==> src/rtl/pfb_pkg.sv <==
package pfb_pkg;
  localparam int STAT_W = 16;
  localparam int LEN_W  = 14;

  typedef enum logic [1:0] {
    DR_IDLE    = 2'd0,
    DR_WAIT_HI = 2'd1,
    DR_WAIT_LO = 2'd2
  } drain_st_t;
endpackage

==> src/rtl/pfb_store.sv <==
module pfb_store #(
  parameter int DW    = 8,
  parameter int DEPTH = 200,
  parameter int AW    = $clog2(DEPTH)
) (
  input  logic          clk,
  input  logic          we,
  input  logic [AW-1:0] waddr,
  input  logic [DW-1:0] wdata,
  input  logic [AW-1:0] raddr,
  output logic [DW-1:0] rdata
);
  logic [DW-1:0] mem [DEPTH];

  always_ff @(posedge clk) begin
    if (we) mem[waddr] <= wdata;
  end

  assign rdata = mem[raddr];
endmodule

==> src/rtl/pfb_capture.sv <==
module pfb_capture #(
  parameter int          DW   = 8,
  parameter int          CAP  = 200,
  parameter logic [DW-1:0] TERM = 8'h65,
  parameter int          CW   = $clog2(CAP + 1),
  parameter int          AW   = $clog2(CAP)
) (
  input  logic          clk,
  input  logic          rst_n,
  input  logic          in_valid,
  input  logic [DW-1:0] in_data,
  input  logic          clr,
  output logic          wr_en,
  output logic [AW-1:0] wr_addr,
  output logic [CW-1:0] count,
  output logic          done
);
  logic [CW-1:0] base_cnt;
  logic [CW-1:0] nxt_cnt;
  logic          base_done;
  logic          take;

  // A clear from the drain side frees the buffer in the same cycle.
  assign base_cnt  = clr ? '0 : count;
  assign base_done = clr ? 1'b0 : done;
  assign take      = in_valid && !base_done;
  assign nxt_cnt   = base_cnt + CW'(1);
  assign wr_en     = take;
  assign wr_addr   = base_cnt[AW-1:0];

  always_ff @(posedge clk) begin
    if (!rst_n) begin
      count <= '0;
      done  <= 1'b0;
    end else if (take) begin
      if (in_data == TERM) begin
        count <= nxt_cnt;
        done  <= 1'b1;
      end else if (nxt_cnt >= CW'(CAP)) begin
        count <= '0;
        done  <= 1'b0;
      end else begin
        count <= nxt_cnt;
        done  <= 1'b0;
      end
    end else if (clr) begin
      count <= '0;
      done  <= 1'b0;
    end
  end
endmodule

==> src/rtl/pfb_drain.sv <==
module pfb_drain
  import pfb_pkg::*;
#(
  parameter int DW  = 8,
  parameter int CAP = 200,
  parameter int CW  = $clog2(CAP + 1),
  parameter int AW  = $clog2(CAP)
) (
  input  logic          clk,
  input  logic          rst_n,
  input  logic          done,
  input  logic [CW-1:0] count,
  output logic [AW-1:0] rd_addr,
  input  logic [DW-1:0] rd_data,
  input  logic          tx_busy,
  output logic          tx_send,
  output logic [DW-1:0] tx_data,
  output logic          clr
);
  drain_st_t     st;
  logic [CW-1:0] ptr;
  logic          last;

  assign rd_addr = ptr[AW-1:0];
  assign last    = (ptr + CW'(1)) == count;
  assign clr     = (st == DR_WAIT_LO) && !tx_busy && last;

  always_ff @(posedge clk) begin
    if (!rst_n) begin
      st      <= DR_IDLE;
      ptr     <= '0;
      tx_send <= 1'b0;
      tx_data <= '0;
    end else begin
      tx_send <= 1'b0;
      case (st)
        DR_IDLE: begin
          if (done && !tx_busy) begin
            tx_send <= 1'b1;
            tx_data <= rd_data;
            st      <= DR_WAIT_HI;
          end
        end
        DR_WAIT_HI: begin
          if (tx_busy) st <= DR_WAIT_LO;
        end
        DR_WAIT_LO: begin
          if (!tx_busy) begin
            st  <= DR_IDLE;
            ptr <= last ? '0 : ptr + CW'(1);
          end
        end
        default: st <= DR_IDLE;
      endcase
    end
  end
endmodule

==> src/rtl/pfb_fwd_buf.sv <==
module pfb_fwd_buf
  import pfb_pkg::*;
#(
  parameter int          DW   = 8,
  parameter int          CAP  = 200,
  parameter logic [7:0]  TERM = 8'h65
) (
  input  logic              clk,
  input  logic              rst_n,
  input  logic              in_valid,
  input  logic [DW-1:0]     in_data,
  input  logic              tx_busy,
  output logic              tx_send,
  output logic [DW-1:0]     tx_data,
  output logic [STAT_W-1:0] status
);
  localparam int CW = $clog2(CAP + 1);
  localparam int AW = $clog2(CAP);

  logic          wr_en;
  logic [AW-1:0] wr_addr;
  logic [AW-1:0] rd_addr;
  logic [DW-1:0] rd_data;
  logic [CW-1:0] count;
  logic          done;
  logic          drain_clr;

  pfb_capture #(.DW(DW), .CAP(CAP), .TERM(DW'(TERM)), .CW(CW), .AW(AW)) u_cap (
    .clk(clk), .rst_n(rst_n), .in_valid(in_valid), .in_data(in_data),
    .clr(drain_clr), .wr_en(wr_en), .wr_addr(wr_addr), .count(count), .done(done)
  );

  pfb_store #(.DW(DW), .DEPTH(CAP), .AW(AW)) u_store (
    .clk(clk), .we(wr_en), .waddr(wr_addr), .wdata(in_data),
    .raddr(rd_addr), .rdata(rd_data)
  );

  pfb_drain #(.DW(DW), .CAP(CAP), .CW(CW), .AW(AW)) u_drain (
    .clk(clk), .rst_n(rst_n), .done(done), .count(count),
    .rd_addr(rd_addr), .rd_data(rd_data), .tx_busy(tx_busy),
    .tx_send(tx_send), .tx_data(tx_data), .clr(drain_clr)
  );

  assign status = {done, 1'b0, LEN_W'(count)};
endmodule

==> config.mk <==
export PLATFORM = sky130hd
export DESIGN_NAME = pfb_fwd_buf
export DESIGN_NICKNAME = d
export VERILOG_FILES = /design/src/rtl/pfb_pkg.sv /design/src/rtl/pfb_store.sv /design/src/rtl/pfb_capture.sv /design/src/rtl/pfb_drain.sv /design/src/rtl/pfb_fwd_buf.sv
export SDC_FILE = /design/constraint.sdc
export NUM_CORES = 2
export LEC_CHECK = 0
export ABC_AREA = 0
export BUFFER_PORTS_ARGS = -buffer_cell sky130_fd_sc_hd__buf_2
export CORE_MARGIN = 2
export CORE_UTILIZATION = 57
export CTS_CLUSTER_SIZE = 8
export DETAILED_ROUTE_END_ITERATION = 10
export PLACE_DENSITY = 0.85
export SYNTH_ARGS = -nofsm -noshare
export SYNTH_HDL_FRONTEND = slang
export SYNTH_HIERARCHICAL = 1
export SYNTH_SLANG_ARGS = --single-unit
export TNS_END_PERCENT = 5
==> constraint.sdc <==
create_clock -name clk -period 3.8 [get_ports clk]
set_input_delay 0.19 -clock clk [delete_from_list [all_inputs] [get_ports clk]]
set_output_delay 0.19 -clock clk [all_outputs]
set_load 0.05 [all_outputs]
Word-level counts from Yosys, hierarchy flattened
Memory sizes are Yosys's and may differ from the RTL's. A register that Yosys moved wholly into a read port is not among the register bits.
Cells that the tools add are included.
- bits of input ports: 12
- output and inout port bits: 25
- word-level logic and storage cells: 44
- flip-flop bits (word level): 20
- memories kept: 1
- bits in writable memories: 1600
- memory list (memory ; words ; bits a word ; rd ports ; clocked after Yosys merged registers in ; write ports ; RTL line ; text):
    u_store.mem ; 200 ; 8 ; 1 ; 1 ; 1 ; pfb_store.sv:13 ; logic [DW-1:0] mem [DEPTH];
- eq/ne operators: 7
- magnitude comparators: 1
- multiplexer cells: 15
- bitwise operators: 1
- reduce and logical (&&, ||, !) cells: 12
- $add $sub $neg: 2
- operators with widths (kind ; count):
    8-bit two-way mux ; 5
    8-bit by 1-bit adder with 8-bit output (second input constant) ; 2
    8-bit by 7-bit equality test with 1-bit output (second input constant) ; 1
    8-bit equality test ; 1
    8-bit greater-or-equal comparator (second input constant) ; 1
    1-bit two-way mux ; 6
    2-bit two-way mux ; 3
    2-bit case mux with 3 select lines ; 1
    2-bit AND reduction ; 3
    1-bit logical AND ; 4
    2-bit inequality test (second input constant) ; 2
    1-bit zero test ; 3
    3-bit AND reduction ; 1
    2-bit by 1-bit equality test with 1-bit output (second input constant) ; 1
    2-bit equality test (second input constant) ; 1
    2-bit zero test ; 1
    2-bit by 1-bit inequality test with 1-bit output (second input constant) ; 1
    1-bit inverter ; 1

Longest topological paths before layout
- depth in word-level cells: 9
- gate-level depth with buffers: 13

Modules after synthesis
Netlist, hierarchy kept.
- by module, submodules not included (module ; area each (sq um) ; times used ; cells each):
    pfb_store ; 62332.3 ; 1 ; 2964
    pfb_drain ; 1014.7 ; 1 ; 111
    pfb_capture ; 628.1 ; 1 ; 75
    pfb_fwd_buf ; 63.8 ; 1 ; 9

Worst setup path after synthesis
Ideal clock, no wire load.
- path kind: flip-flop to flip-flop
- start point: register u_cap.count[2]
- end point: memory u_store.mem[144][0] (enable)
- required time: 3417 ps
- library setup time: 383 ps
- path buffers: 2
- arrival: 3322 ps
- period minus slack after synthesis: 3705 ps
- path slack: 95 ps
- cell stages (with the launch flop): 11
- cells stage by stage: dfxtp_1 -> nand2b_1 -> o211a_1 -> o32a_1 -> nor4_1 -> buf_2 -> nor2b_1 -> clkbuf_1 -> nor3_1 -> nand3_1 -> nor3_1
- RTL lines (element ; RTL line ; text):
    start, declared ; pfb_capture.sv:15 ; output logic [CW-1:0] count,
    start signal, assigned ; pfb_capture.sv:37 ; count <= nxt_cnt;
    start signal, assigned ; pfb_capture.sv:43 ; count <= nxt_cnt;
    8-bit equality test ; pfb_drain.sv:25 ; assign last = (ptr + CW'(1)) == count;
    1-bit logical AND ; pfb_drain.sv:26 ; assign clr = (st == DR_WAIT_LO) && !tx_busy && last;
    named net drain_clr ; pfb_fwd_buf.sv:26 ; logic drain_clr;
    8-bit two-way mux ; -- ;
    named net wr_addr[3] ; pfb_fwd_buf.sv:21 ; logic [AW-1:0] wr_addr;
    end, declared ; pfb_store.sv:13 ;
The timed path passes the listed nets, and every way through them passes these cells.

==> metrics.txt <==
# TYPE chip_impl_metric gauge
chip_impl_info{name="run_status",value="finished with violations"} 1
chip_impl_info{name="failed_checks",value="negative setup slack"} 1
chip_impl_info{name="cpMaxStageDelayCell",value="sky130_fd_sc_hd__and2_1"} 1
chip_impl_metric{name="design.final.nets",unit=""} 3583
chip_impl_metric{name="multi_input_area",unit="um2"} 14400
chip_impl_metric{name="worstSkewPairLatency",unit="ns"} 0.84
chip_impl_info{name="sort_of_element_at_the_end_of_the_critical_path",value="flip-flop"} 1
chip_impl_metric{name="ratio_of_cells_with_drive_above_1_in_the_final_layout",unit="%"} 29.3
chip_impl_metric{name="clock_tree.buffer_depth",unit=""} 3
chip_impl_metric{name="maximum_number_of_pins_on_one_net_before_global_route_repair",unit=""} 164
chip_impl_metric{name="syn_area",unit="um2"} 64000
chip_impl_metric{name="synth_compound_gate_area_share",unit="%"} 3.39
chip_impl_metric{name="power_leakage",unit="nW"} 23.1
chip_impl_metric{name="worst_ir_drop_vdd",unit="mV"} 0.457
chip_impl_info{name="timing.hold.worst.start",value="in_data[7]"} 1
chip_impl_metric{name="drt_first_pass_iters",unit=""} 8
chip_impl_metric{name="yosys.area_share.xor_xnor",unit="%"} 0.365
chip_impl_metric{name="hold-worst-slack",unit="ns"} 0.0268
chip_impl_metric{name="die_width",unit="um"} 339
chip_impl_metric{name="synth_seq_cells",unit=""} 1628
chip_impl_metric{name="vias_in_the_first_global_route",unit=""} 37152
chip_impl_metric{name="tightestPinTransition",unit="ns"} 1.17
chip_impl_info{name="tritoncts",value="done"} 1
chip_impl_metric{name="synth-async-reset-ratio",unit="%"} 0
chip_impl_metric{name="max_cap_viol_count",unit=""} 0
chip_impl_metric{name="die_height",unit="um"} 339
chip_impl_info{name="timing.rr.end",value="u_drain/tx_data[0]$_SDFFE_PN0P_"} 1
chip_impl_metric{name="max_clock_freq",unit="GHz"} 0.245
chip_impl_metric{name="cts_post_setup_buffers_inserted",unit=""} 0
chip_impl_info{name="root_buffer",value="sky130_fd_sc_hd__clkbuf_16"} 1
chip_impl_metric{name="cp.arrival",unit="ns"} 4.73
chip_impl_metric{name="ff2ff_path_depth",unit=""} 9
chip_impl_metric{name="final.setup_skew",unit="ns"} 0.0420
chip_impl_metric{name="placement.io_buffers",unit=""} 29
chip_impl_info{name="timing.critical_path.mode_cell",value="sky130_fd_sc_hd__buf_4"} 1
chip_impl_metric{name="synth.avg_cell_area",unit="um2"} 20.3
chip_impl_metric{name="sequential_cell_area",unit="um2"} 48600
chip_impl_metric{name="grt_antenna_before_repair",unit=""} 6
chip_impl_metric{name="post_drt_via_cell_ratio",unit=""} 7.24
chip_impl_metric{name="critical_path_required",unit="ns"} 4.45
chip_impl_metric{name="min_period_over_period",unit="%"} 108
chip_impl_metric{name="placed_area",unit="um2"} 67700
chip_impl_metric{name="detailedRoute.firstIterationViolations",unit=""} 7280
chip_impl_info{name="crit_path_cell_trace",value="buf_4, and2_1, a221oi_1, o22ai_1, nor3_1, buf_4, a311oi_1, nand2_1, a21boi_0"} 1
chip_impl_metric{name="detailroute.via_count",unit=""} 37162
chip_impl_metric{name="die_area",unit="um2"} 115000
chip_impl_metric{name="synth-adder-area-share",unit="%"} 0.0391
chip_impl_metric{name="setup.reg_to_reg.worst_slack",unit="ns"} -0.29
chip_impl_metric{name="final.fill_count",unit=""} 6277
chip_impl_metric{name="starting_density",unit="%"} 57.6
chip_impl_info{name="unrepaired_setup_endpoints_after_global_routing",value="yes"} 1
chip_impl_metric{name="ys.warnings.count",unit=""} 6
chip_impl_metric{name="yosysUniqueCellTypes",unit=""} 77
chip_impl_info{name="hold-path-endpoint",value="u_store/mem[97][7]$_DFFE_PP_"} 1
chip_impl_metric{name="finalSetupViolCount",unit=""} 97
chip_impl_metric{name="gp_congestion",unit=""} 0.908
chip_impl_metric{name="simple_gate_area_share_of_the_yosys_netlist",unit="%"} 3.81
chip_impl_metric{name="dp_hpwl",unit="mm"} 93.6
chip_impl_metric{name="congestion_overflow_gr",unit=""} 0
chip_impl_metric{name="cts_sinks",unit=""} 1628
chip_impl_metric{name="finalInstanceArea",unit="um2"} 74200
chip_impl_metric{name="post-route-drc-count",unit=""} 0
chip_impl_metric{name="grt_first_pass_wirelength",unit="mm"} 259
chip_impl_info{name="dominantRegCellSynth",value="sky130_fd_sc_hd__edfxtp_1"} 1
chip_impl_metric{name="num_rows",unit=""} 122
chip_impl_metric{name="overall_global_routing_usage",unit="%"} 31.1
chip_impl_metric{name="path_max_fanout",unit=""} 34
chip_impl_metric{name="post_synth_mux_area_share",unit="%"} 14.5
chip_impl_metric{name="period_minus_slack",unit="ns"} 4.09
chip_impl_metric{name="synth-seq-area-share",unit="%"} 75.9
chip_impl_metric{name="count_of_final_hold_check_violations",unit=""} 0
chip_impl_metric{name="whs_path_depth",unit=""} 2
chip_impl_info{name="holdCritPathClass",value="primary input to flip-flop"} 1
chip_impl_metric{name="drt_wl_total",unit="mm"} 185
chip_impl_metric{name="critical-path-max-stage-delay",unit="ns"} 0.82
chip_impl_metric{name="cts_inserted_buffers",unit=""} 221
chip_impl_metric{name="cts.clk_slew.worst_paths",unit="ns"} 0.06
chip_impl_info{name="worstSetupStartpointType",value="flip-flop"} 1
chip_impl_metric{name="post_synth_inst_count",unit=""} 3159
chip_impl_metric{name="detail-route-antenna-nets",unit=""} 0
chip_impl_metric{name="max_slew_margin",unit="%"} 22.0
chip_impl_metric{name="cts-htree-levels",unit=""} 4
chip_impl_metric{name="areaGrowthSynthToFinish",unit="%"} 15.8
chip_impl_metric{name="num_io_pins",unit=""} 37
chip_impl_info{name="crit_type",value="flip-flop to flip-flop"} 1
chip_impl_metric{name="edff_count_synth",unit=""} 1600
chip_impl_metric{name="power.density",unit="nW/um2"} 517
chip_impl_metric{name="core_region_area",unit="um2"} 111000
chip_impl_metric{name="worst_slack",unit="ns"} -0.287
chip_impl_metric{name="final_util",unit="%"} 66.7
chip_impl_metric{name="drt-wirelength-per-cell",unit="um"} 36.1
chip_impl_metric{name="report.final.slew_viol_count",unit=""} 0
chip_impl_info{name="largest_family_of_logic_cells_by_synthesized_area",value="multiplexers"} 1
chip_impl_info{name="timing.rr.start",value="u_drain/rd_addr[4]$_SDFFE_PN0P_"} 1
worst max-delay path by stage:
stage,start,to,slack (ns),depth (start not counted)
after global routing,u_drain/rd_addr[4]$_SDFFE_PN0P_,u_drain/tx_data[0]$_SDFFE_PN0P_,-0.24,9
after CTS,u_drain/rd_addr[1]$_SDFFE_PN0P_,u_store/mem[56][5]$_DFFE_PP_,-0.18,12
after global placement,u_drain/rd_addr[1]$_SDFFE_PN0P_,u_store/mem[104][7]$_DFFE_PP_,0.07,12
final,u_drain/rd_addr[4]$_SDFFE_PN0P_,u_drain/tx_data[0]$_SDFFE_PN0P_,-0.29,9
after detailed placement,u_drain/rd_addr[1]$_SDFFE_PN0P_,u_store/mem[8][6]$_DFFE_PP_,-0.07,12
after floorplan,u_cap/count[2]$_SDFF_PN0_,u_store/mem[144][0]$_DFFE_PP_,0.09,10
what timing repair did:
item                                    CTS  global route
endpoints found under the setup margin  297           903
hold endpoints to repair                415             0
gates resized for setup                  24            48
hold buffers                             11             0
per-stage QoR:
| stage | power [mW] | setup WS [ns] | setup TNS, ns | cells |
|---|---|---|---|---|
| after floorplan | 20.2 | 0.0945 | 0 | 3165 |
| after global placement | 20.6 | 0.0737 | 0 | 4823 |
| after detailed placement | 20.6 | -0.0675 | -0.989 | 4823 |
| after CTS | 38.2 | -0.178 | -4.55 | 5128 |
| after global routing | 39.0 | -0.241 | -11.63 | 5128 |
| final | 38.3 | -0.287 | -2.19 | 5135 |
state kept, by name (all words and copies together), names as in the netlist:
register	flops
u_drain/st	2
u_drain/rd_addr	8
u_store/mem	1600
u_drain/tx_data	8
u_cap/count	8
u_cap/done	1
u_drain/tx_send	1
where the power goes:
| part | total, mW | internal, mW | switching (mW) | leakage, nW |
|---|---|---|---|---|
| Combinational | 0.575 | 0.101 | 0.474 | 5.54 |
| Sequential | 19.8 | 19.8 | 0.0114 | 14.6 |
| Clock | 18.0 | 10.6 | 7.40 | 2.94 |
cells in the mapped netlist (13+ instances only):
cell type                  number  share of area (%)
sky130_fd_sc_hd__a211oi_1      21               0.25
sky130_fd_sc_hd__nand2_1      114               0.67
sky130_fd_sc_hd__a22oi_1       58               0.68
sky130_fd_sc_hd__nor3_1        32               0.25
sky130_fd_sc_hd__mux2i_1      122                1.9
sky130_fd_sc_hd__nor2_1       225                1.3
sky130_fd_sc_hd__mux4_2       342                 12
sky130_fd_sc_hd__a21oi_1       28               0.22
sky130_fd_sc_hd__a221oi_1      41               0.56
sky130_fd_sc_hd__dfxtp_1       28               0.88
sky130_fd_sc_hd__o211ai_1      21               0.25
sky130_fd_sc_hd__edfxtp_1    1600                 75
sky130_fd_sc_hd__buf_4         28               0.33
sky130_fd_sc_hd__nand4_1       20               0.20
sky130_fd_sc_hd__mux2_2        32               0.56
sky130_fd_sc_hd__o21ai_0       13               0.10
sky130_fd_sc_hd__buf_6         30               0.53
sky130_fd_sc_hd__clkbuf_1      66               0.39
sky130_fd_sc_hd__nand3_1       28               0.22
sky130_fd_sc_hd__nor2b_1       29               0.28
sky130_fd_sc_hd__a22o_1        23               0.31
sky130_fd_sc_hd__a21boi_0      14               0.16
sky130_fd_sc_hd__buf_2         50               0.39
sky130_fd_sc_hd__o22ai_1       29               0.28
sky130_fd_sc_hd__nand2b_1      17               0.17
worst max-delay path, delay by kind of cell (launching register included):
family | cells | cell delay, ns
AOI/OAI and AO/OA | 4 | 1.61
buffers and inverters | 2 | 0.80
DFF | 1 | 0.45
and+or+nand+nor | 3 | 1.04
cell usage in the layout, fill, tap and decap left out, types with 39 or more instances in the layout:
cell type                   count
sky130_fd_sc_hd__edfxtp_1    1600
sky130_fd_sc_hd__mux4_2       342
sky130_fd_sc_hd__buf_4        304
sky130_fd_sc_hd__clkbuf_16    223
sky130_fd_sc_hd__nor2_1       188
sky130_fd_sc_hd__mux2i_1      122
sky130_fd_sc_hd__nand2_1      106
sky130_fd_sc_hd__clkbuf_1      57
sky130_fd_sc_hd__a22oi_1       57
sky130_fd_sc_hd__a221oi_1      39
cells by family after synthesis:
family | count (synthesis)
AO/OA/AOI/OAI | 287
XOR/XNOR | 25
adder cells (fa/ha/maj) | 2
buffers and inverters | 194
flip-flops | 1628
multiplexers | 497
other | 1
AND/OR/NAND/NOR | 525
layer usage:
layer  global-route usage [%]  vias up  part of all wire [%]
met2                     48.2     4029                    47
met5                        0        -                 0.017
met4                     17.5        6                   6.5
met3                     8.94      818                    15
li1                         -    13789                     -
met1                     40.1    18520                    32
cell type report:
cell class	count	area share (%)
antenna	7	0.0236
clock buffer	280	7.81
inverter	3	0.0152
clock inverter	14	0.408
sequential	1628	65.6
timing repair buffer	372	4.22
multi-input combinational	1343	19.5
tap	1488	2.51
(Power assumes the default switching activity.)
